### config.mk
export PLATFORM = sky130hd
export DESIGN_NAME = seg_min_reduce
export DESIGN_NICKNAME = d
export VERILOG_FILES = /design/src/rtl/segmin_pkg.sv /design/src/rtl/segmin_capture.sv /design/src/rtl/segmin_lane_unit.sv /design/src/rtl/seg_min_reduce.sv
export SDC_FILE = /design/constraint.sdc
export NUM_CORES = 2
export LEC_CHECK = 0
export BUFFER_PORTS_ARGS = -buffer_cell sky130_fd_sc_hd__buf_4
export CAP_MARGIN = 20
export CORE_ASPECT_RATIO = 0.8
export CORE_MARGIN = 2
export CORE_UTILIZATION = 45
export DETAILED_ROUTE_END_ITERATION = 8
export PLACE_DENSITY = 0.73
export SYNTH_ARGS = -nofsm -noshare
export SYNTH_HDL_FRONTEND = slang
export SYNTH_SLANG_ARGS = --single-unit
### constraint.sdc
create_clock -name clk -period 11.6 [get_ports clk]
set_input_delay 1.74 -clock clk [delete_from_list [all_inputs] [get_ports clk]]
set_output_delay 1.74 -clock clk [all_outputs]
set_load 0.01 [all_outputs]
### src/rtl/segmin_pkg.sv
package segmin_pkg;

  localparam int SEG_W   = 128;
  localparam int N_SIZES = 4;

  typedef enum logic [1:0] {
    ESZ_B = 2'b00,
    ESZ_H = 2'b01,
    ESZ_W = 2'b10,
    ESZ_D = 2'b11
  } esize_e;

  typedef struct packed {
    logic   sgn;
    esize_e size;
  } op_ctl_t;

  function automatic int elem_bits(input int code);
    return 8 << code;
  endfunction

  function automatic int elems_per_seg(input int code);
    return SEG_W / elem_bits(code);
  endfunction

endpackage

### src/rtl/segmin_capture.sv
module segmin_capture
  import segmin_pkg::*;
#(
  parameter int VLEN = 512,
  localparam int PW  = VLEN / 8
) (
  input  logic            clk,
  input  logic            rst_n,
  input  logic            valid_in,
  input  op_ctl_t         ctl_in,
  input  logic [VLEN-1:0] vec_in,
  input  logic [PW-1:0]   pred_in,
  output logic            s1_valid,
  output op_ctl_t         s1_ctl,
  output logic [VLEN-1:0] s1_vec,
  output logic [PW-1:0]   s1_pred
);

  always_ff @(posedge clk) begin
    if (!rst_n) begin
      s1_valid <= 1'b0;
      s1_ctl   <= '0;
      s1_vec   <= '0;
      s1_pred  <= '0;
    end else begin
      s1_valid <= valid_in;
      if (valid_in) begin
        s1_ctl  <= ctl_in;
        s1_vec  <= vec_in;
        s1_pred <= pred_in;
      end
    end
  end

  assert_capture_take_R7: assert property (@(posedge clk) disable iff (!rst_n)
    valid_in |=> s1_valid);
  assert_capture_idle_R7: assert property (@(posedge clk) disable iff (!rst_n)
    !valid_in |=> !s1_valid);

endmodule

### src/rtl/segmin_lane_unit.sv
module segmin_lane_unit
  import segmin_pkg::*;
#(
  parameter int VLEN  = 512,
  parameter int ESIZE = 8,
  localparam int SEGS  = VLEN / SEG_W,
  localparam int EPS   = SEG_W / ESIZE,
  localparam int NELEM = SEGS * EPS
) (
  input  logic             clk,
  input  logic             rst_n,
  input  logic [VLEN-1:0]  vec,
  input  logic [NELEM-1:0] act,
  input  logic             sgn,
  output logic [SEG_W-1:0] result,
  output logic             any_active
);

  // Map into a key domain where unsigned compare orders values correctly
  // for the chosen signedness; all-ones key is then the identity.
  function automatic logic [ESIZE-1:0] to_key(input logic [ESIZE-1:0] x,
                                               input logic s);
    return x ^ {s, {(ESIZE-1){1'b0}}};
  endfunction

  function automatic logic [ESIZE-1:0] from_key(input logic [ESIZE-1:0] k,
                                                 input logic s);
    return k ^ {s, {(ESIZE-1){1'b0}}};
  endfunction

  function automatic logic [ESIZE-1:0] identity(input logic s);
    return from_key({ESIZE{1'b1}}, s);
  endfunction

  assign any_active = |act;

  for (genvar e = 0; e < EPS; e++) begin : g_pos
    logic [ESIZE-1:0] acc;
    logic [ESIZE-1:0] cand;
    always_comb begin
      acc  = '1;
      cand = '0;
      for (int s = 0; s < SEGS; s++) begin
        cand = to_key(vec[s*SEG_W + e*ESIZE +: ESIZE], sgn);
        if (act[s*EPS + e] && (cand < acc)) begin
          acc = cand;
        end
      end
    end
    assign result[e*ESIZE +: ESIZE] = from_key(acc, sgn);
  end

  assert_idle_identity_R5: assert property (@(posedge clk) disable iff (!rst_n)
    !any_active |-> (result == {EPS{identity(sgn)}}));

  assert_seg0_bound_R2: assert property (@(posedge clk) disable iff (!rst_n)
    act[0] |-> (to_key(result[ESIZE-1:0], sgn) <= to_key(vec[ESIZE-1:0], sgn)));

endmodule

### src/rtl/seg_min_reduce.sv
module seg_min_reduce
  import segmin_pkg::*;
#(
  parameter int VLEN = 512,
  localparam int PW  = VLEN / 8
) (
  input  logic             clk,
  input  logic             rst_n,
  input  logic             valid_in,
  input  logic [1:0]       size_in,
  input  logic             signed_in,
  input  logic [VLEN-1:0]  vec_in,
  input  logic [PW-1:0]    pred_in,
  output logic             valid_out,
  output logic [SEG_W-1:0] result_out
);

  op_ctl_t         ctl_in;
  logic            s1_valid;
  op_ctl_t         s1_ctl;
  logic [VLEN-1:0] s1_vec;
  logic [PW-1:0]   s1_pred;

  assign ctl_in = '{sgn: signed_in, size: esize_e'(size_in)};

  segmin_capture #(.VLEN(VLEN)) i_capture (
    .clk      (clk),
    .rst_n    (rst_n),
    .valid_in (valid_in),
    .ctl_in   (ctl_in),
    .vec_in   (vec_in),
    .pred_in  (pred_in),
    .s1_valid (s1_valid),
    .s1_ctl   (s1_ctl),
    .s1_vec   (s1_vec),
    .s1_pred  (s1_pred)
  );

  logic [N_SIZES-1:0][SEG_W-1:0] lane_res;
  logic [N_SIZES-1:0]            lane_any;

  for (genvar k = 0; k < N_SIZES; k++) begin : g_size
    localparam int EB    = 8 << k;
    localparam int BPE   = EB / 8;
    localparam int NEL   = VLEN / EB;
    logic [NEL-1:0] act;
    // Only the predicate bit at the lowest byte of each element counts.
    for (genvar i = 0; i < NEL; i++) begin : g_act
      assign act[i] = s1_pred[i*BPE];
    end
    segmin_lane_unit #(.VLEN(VLEN), .ESIZE(EB)) i_lane (
      .clk        (clk),
      .rst_n      (rst_n),
      .vec        (s1_vec),
      .act        (act),
      .sgn        (s1_ctl.sgn),
      .result     (lane_res[k]),
      .any_active (lane_any[k])
    );
  end

  logic sel_any;
  assign sel_any = lane_any[s1_ctl.size];

  always_ff @(posedge clk) begin
    if (!rst_n) begin
      valid_out  <= 1'b0;
      result_out <= '0;
    end else begin
      valid_out <= s1_valid;
      if (s1_valid) begin
        result_out <= lane_res[s1_ctl.size];
      end
    end
  end

  assert_valid_follow_R7: assert property (@(posedge clk) disable iff (!rst_n)
    s1_valid |=> valid_out);
  assert_no_spurious_R7: assert property (@(posedge clk) disable iff (!rst_n)
    !s1_valid |=> !valid_out);
  assert_hold_R8: assert property (@(posedge clk) disable iff (!rst_n)
    !s1_valid |=> $stable(result_out));
  assert_empty_unsigned_R4: assert property (@(posedge clk) disable iff (!rst_n)
    (s1_valid && !sel_any && !s1_ctl.sgn) |=> (result_out == '1));

endmodule

==> reports/results.txt <==
Crit path DAT: 11.84 ns
CTS tree: done
DP Wirelength: 274000 um
Post-Syn Nets: 11800
Max VDD drop: 0.106 mV
Via density: 6.19
CTS buffer count: 82
Reg clk slew, reported paths: 0.06 ns
GRT Total Usage: 36.6%
Fin. Hold Viols: 0
Layout net count: 12600
Fin. max-slew vios: 0
Worst Hold Depth: 2
WP data required: 12.27 ns
Drt drc: 0
Worst Tran Pin Value: 1.19 ns
Fin crit share: 96.4%
Post-Synth Adder-Cell Area: 23.0%
Drt pass-1 iters: 6
Worst path top cell family by delay: compound AO/OA/AOI/OAI gates
Largest net degree at the start of global routing: 138
Port Buffers: 710
Placed inst area: 88600 sq um
Largest family of logic cells by synthesized area: adder cells
Crit path max fanout: 80
Total leakage power: 47.4 nW
Die height: 377 um
Post-synthesis simple-gate area fraction: 17.3%
CTS max path bufs: 3
Register area share after synthesis: 18.1%
Min cycle time layout: 11.18 ns
Post-synthesis xor/xnor area fraction: 0.905%
Status: complete, no violations
Initial antenna violation count: 32
CTS hold repair buffers: 0
WP buf/inv: 9
Hold path startpoint: result_out[113]$_SDFFE_PN0P_
Cell depth of the worst flop-to-flop path: 44
Mapped Avg Cell Area: 8.06 sq um
Ys Warns: 0
HP Class: reg -> reg
Power Total: 9.49 mW
CP Launch Type: register
Seq cells post-synth: 709
Iteration-0 DRC Markers: 7823
Post-synthesis mux area share: 15.4%
Post-Synthesis Cells: 9732
CP Capture Type: register
Vias: 79800
Share of cells above drive strength 1: 17.2%
DR WL/cell: 26.3 um
CP peak stage delay: 0.59 ns
Total Wirelength: 340000 um
Synth async-reset ratio: 0%
Critical-path top delay cell: or3b_4
IO Count: 711
Synth Area in Compound Gates: 20.6%
WHS Endpoint: result_out[113]$_SDFFE_PN0P_
Chip Width: 471 um
Vias in the first global route: 77400
Area Growth Syn to Fin: 16.9%
Worst R2R Start: i_capture.s1_vec[19]$_SDFFE_PN0P_
# rows: 136
Max-cap violations: 0
R2R setup slack: 0.42 ns
H-Tree Depth: 3
Routability Congestion: 1.03
PD cells: 104 nW/um^2
First-pass GRT wire length: 497000 um
Core area: 172000 sq um
Post-DRT Antenna Nets: 0
Die ar.: 178000 sq um
Distinct cells, synth: 109
Clk sinks: 709
Max Fclk: 89.5 MHz
Syn Std Cell Area: 78400 sq um
Crit path top cell by count: buf_4
Fill cell count: 16200
Setup CP Type: reg -> reg
Clock Latency Late Sink: 0.76 ns
RR Endpoint: result_out[49]$_SDFFE_PN0P_
Number of flops mapped to enable cells by yosys: 0
Root Buffer: clkbuf_16
Clk_skew: 0.0429 ns
Main synth FF type: dfxtp_1
GR Overflow Total: 0
# setup viols final: 0
Final instance area: 91600 sq um
Initial Util: 45.5%
Slew headroom: 20.5%
## sequential cells by signal, summed over array words and instances (netlist names)
signal and count:
valid_out 1, i_capture.s1_valid 1, i_capture.s1_ctl 3, i_capture.s1_vec 512
i_capture.s1_pred 64, result_out 128
## tightest hold or removal path, delay by kind of cell, from the launching register on
kind	cells	cell delay, ns
flops	1	0.31
simple gates	1	0.05
compound gates	1	0.05
## cells in the mapped netlist (44+ instances only)
master	count	area, sq um
o21ai_0	604	3020
and3_1	44	275
nor3_1	120	601
xnor2_1	46	403
a21oi_1	571	2860
nor2_1	1297	4870
mux2_2	388	4370
nand4_1	215	1350
nor2b_1	176	1100
nand2_1	623	2340
o21a_1	97	728
a221oi_1	56	490
buf_2	59	295
dfxtp_1	709	14200
mux2i_1	768	7690
ha_1	1442	18000
o211ai_1	71	533
a211oi_1	124	931
a2111oi_0	48	420
nand3_1	127	636
clkbuf_1	302	1130
buf_1	68	255
a31oi_1	53	332
nand2b_1	87	544
or2_2	48	300
o31ai_1	70	526
inv_1	507	1900
a21o_1	269	2020
o221ai_1	112	981
## per-layer routing
layer	part of all wire (%)	wire, um	vias up	GRT usage, %
li1	-	-	37700	-
met1	42	144000	37900	47.2
met2	44	149000	3457	58.0
met3	7.7	26000	773	6.18
met4	6.1	20800	10	20.2
met5	0.016	55	-	0
## area by class of cell
type	instances	area (sq um)	area share, %
repair buffers	1151	9030	9.85
clock buffers	101	2210	2.42
multi-input cells	8079	60800	66.4
well taps	2277	2850	3.11
diodes	17	42.5	0.0464
inverters	511	1930	2.10
flip-flops and latches	709	14200	15.5
clock inverters	47	514	0.561
## through the flow
| stage | setup WS [ns] | utilization, % | instances | hold WS [ns] | TNS (ns) |
|---|---|---|---|---|---|
| 2_1_floorplan | 1.42 | - | 9732 | 0.452 | 0 |
| 6_report | 0.423 | 53.2 | 12900 | 0.459 | 0 |
| 5_1_grt | -0.0306 | 53.2 | 12900 | 0.472 | -0.129 |
| 3_3_place_gp | -0.0580 | 51.4 | 12700 | 0.450 | -0.825 |
| 4_1_cts | 0.0898 | 53.0 | 12900 | 0.460 | 0 |
| 3_5_place_dp | -0.132 | 51.4 | 12700 | 0.445 | -4.37 |
## worst max path at each step
| stage | depth (start not counted) | startpoint | slack, ns | end |
|---|---|---|---|---|
| CTS | 46 | i_capture.s1_vec[20]$_SDFFE_PN0P_ | 0.09 | result_out[62]$_SDFFE_PN0P_ |
| global placement | 42 | i_capture.s1_vec[8]$_SDFFE_PN0P_ | -0.06 | result_out[47]$_SDFFE_PN0P_ |
| floorplan | 46 | i_capture.s1_vec[86]$_SDFFE_PN0P_ | 1.42 | result_out[79]$_SDFFE_PN0P_ |
| detailed placement | 46 | i_capture.s1_vec[8]$_SDFFE_PN0P_ | -0.13 | result_out[57]$_SDFFE_PN0P_ |
| finish | 44 | i_capture.s1_vec[19]$_SDFFE_PN0P_ | 0.42 | result_out[49]$_SDFFE_PN0P_ |
| global route | 49 | i_capture.s1_vec[100]$_SDFFE_PN0P_ | -0.03 | result_out[68]$_SDFFE_PN0P_ |
## power by group
part           switching (mW)  internal, mW  total [mW]
Sequential              0.408          2.60        3.01
Clock                    1.23          1.53        2.76
Combinational            2.16          1.57        3.73
## logic make-up after synthesis
group / after synthesis
flops: 709
xor+xnor: 81
buf+inv: 944
simple gates: 2951
mux: 1157
fa+ha+maj: 1443
compound gates: 2447
## cells in the final DEF, fill, tap and decap left out, types with 268 or more instances in the layout
cell type  count
mux2i_1      768
mux2_2       388
ha_1        1442
nand2_1      620
inv_1        505
a21oi_1      569
a21o_1       268
o21ai_0      580
buf_4       1116
nor2_1      1294
dfxtp_1      695
## repair_timing
| action | in CTS | in global routing |
|---|---|---|
| resized for setup | 3 | 55 |
| cloned | 0 | 0 |
| endpoints found under the setup margin | 73 | 128 |
| pin swaps | 0 | 6 |
| endpoints found under the hold margin | 0 | 0 |
| setup buffers | 0 | 6 |
(Power assumes the default switching activity.)
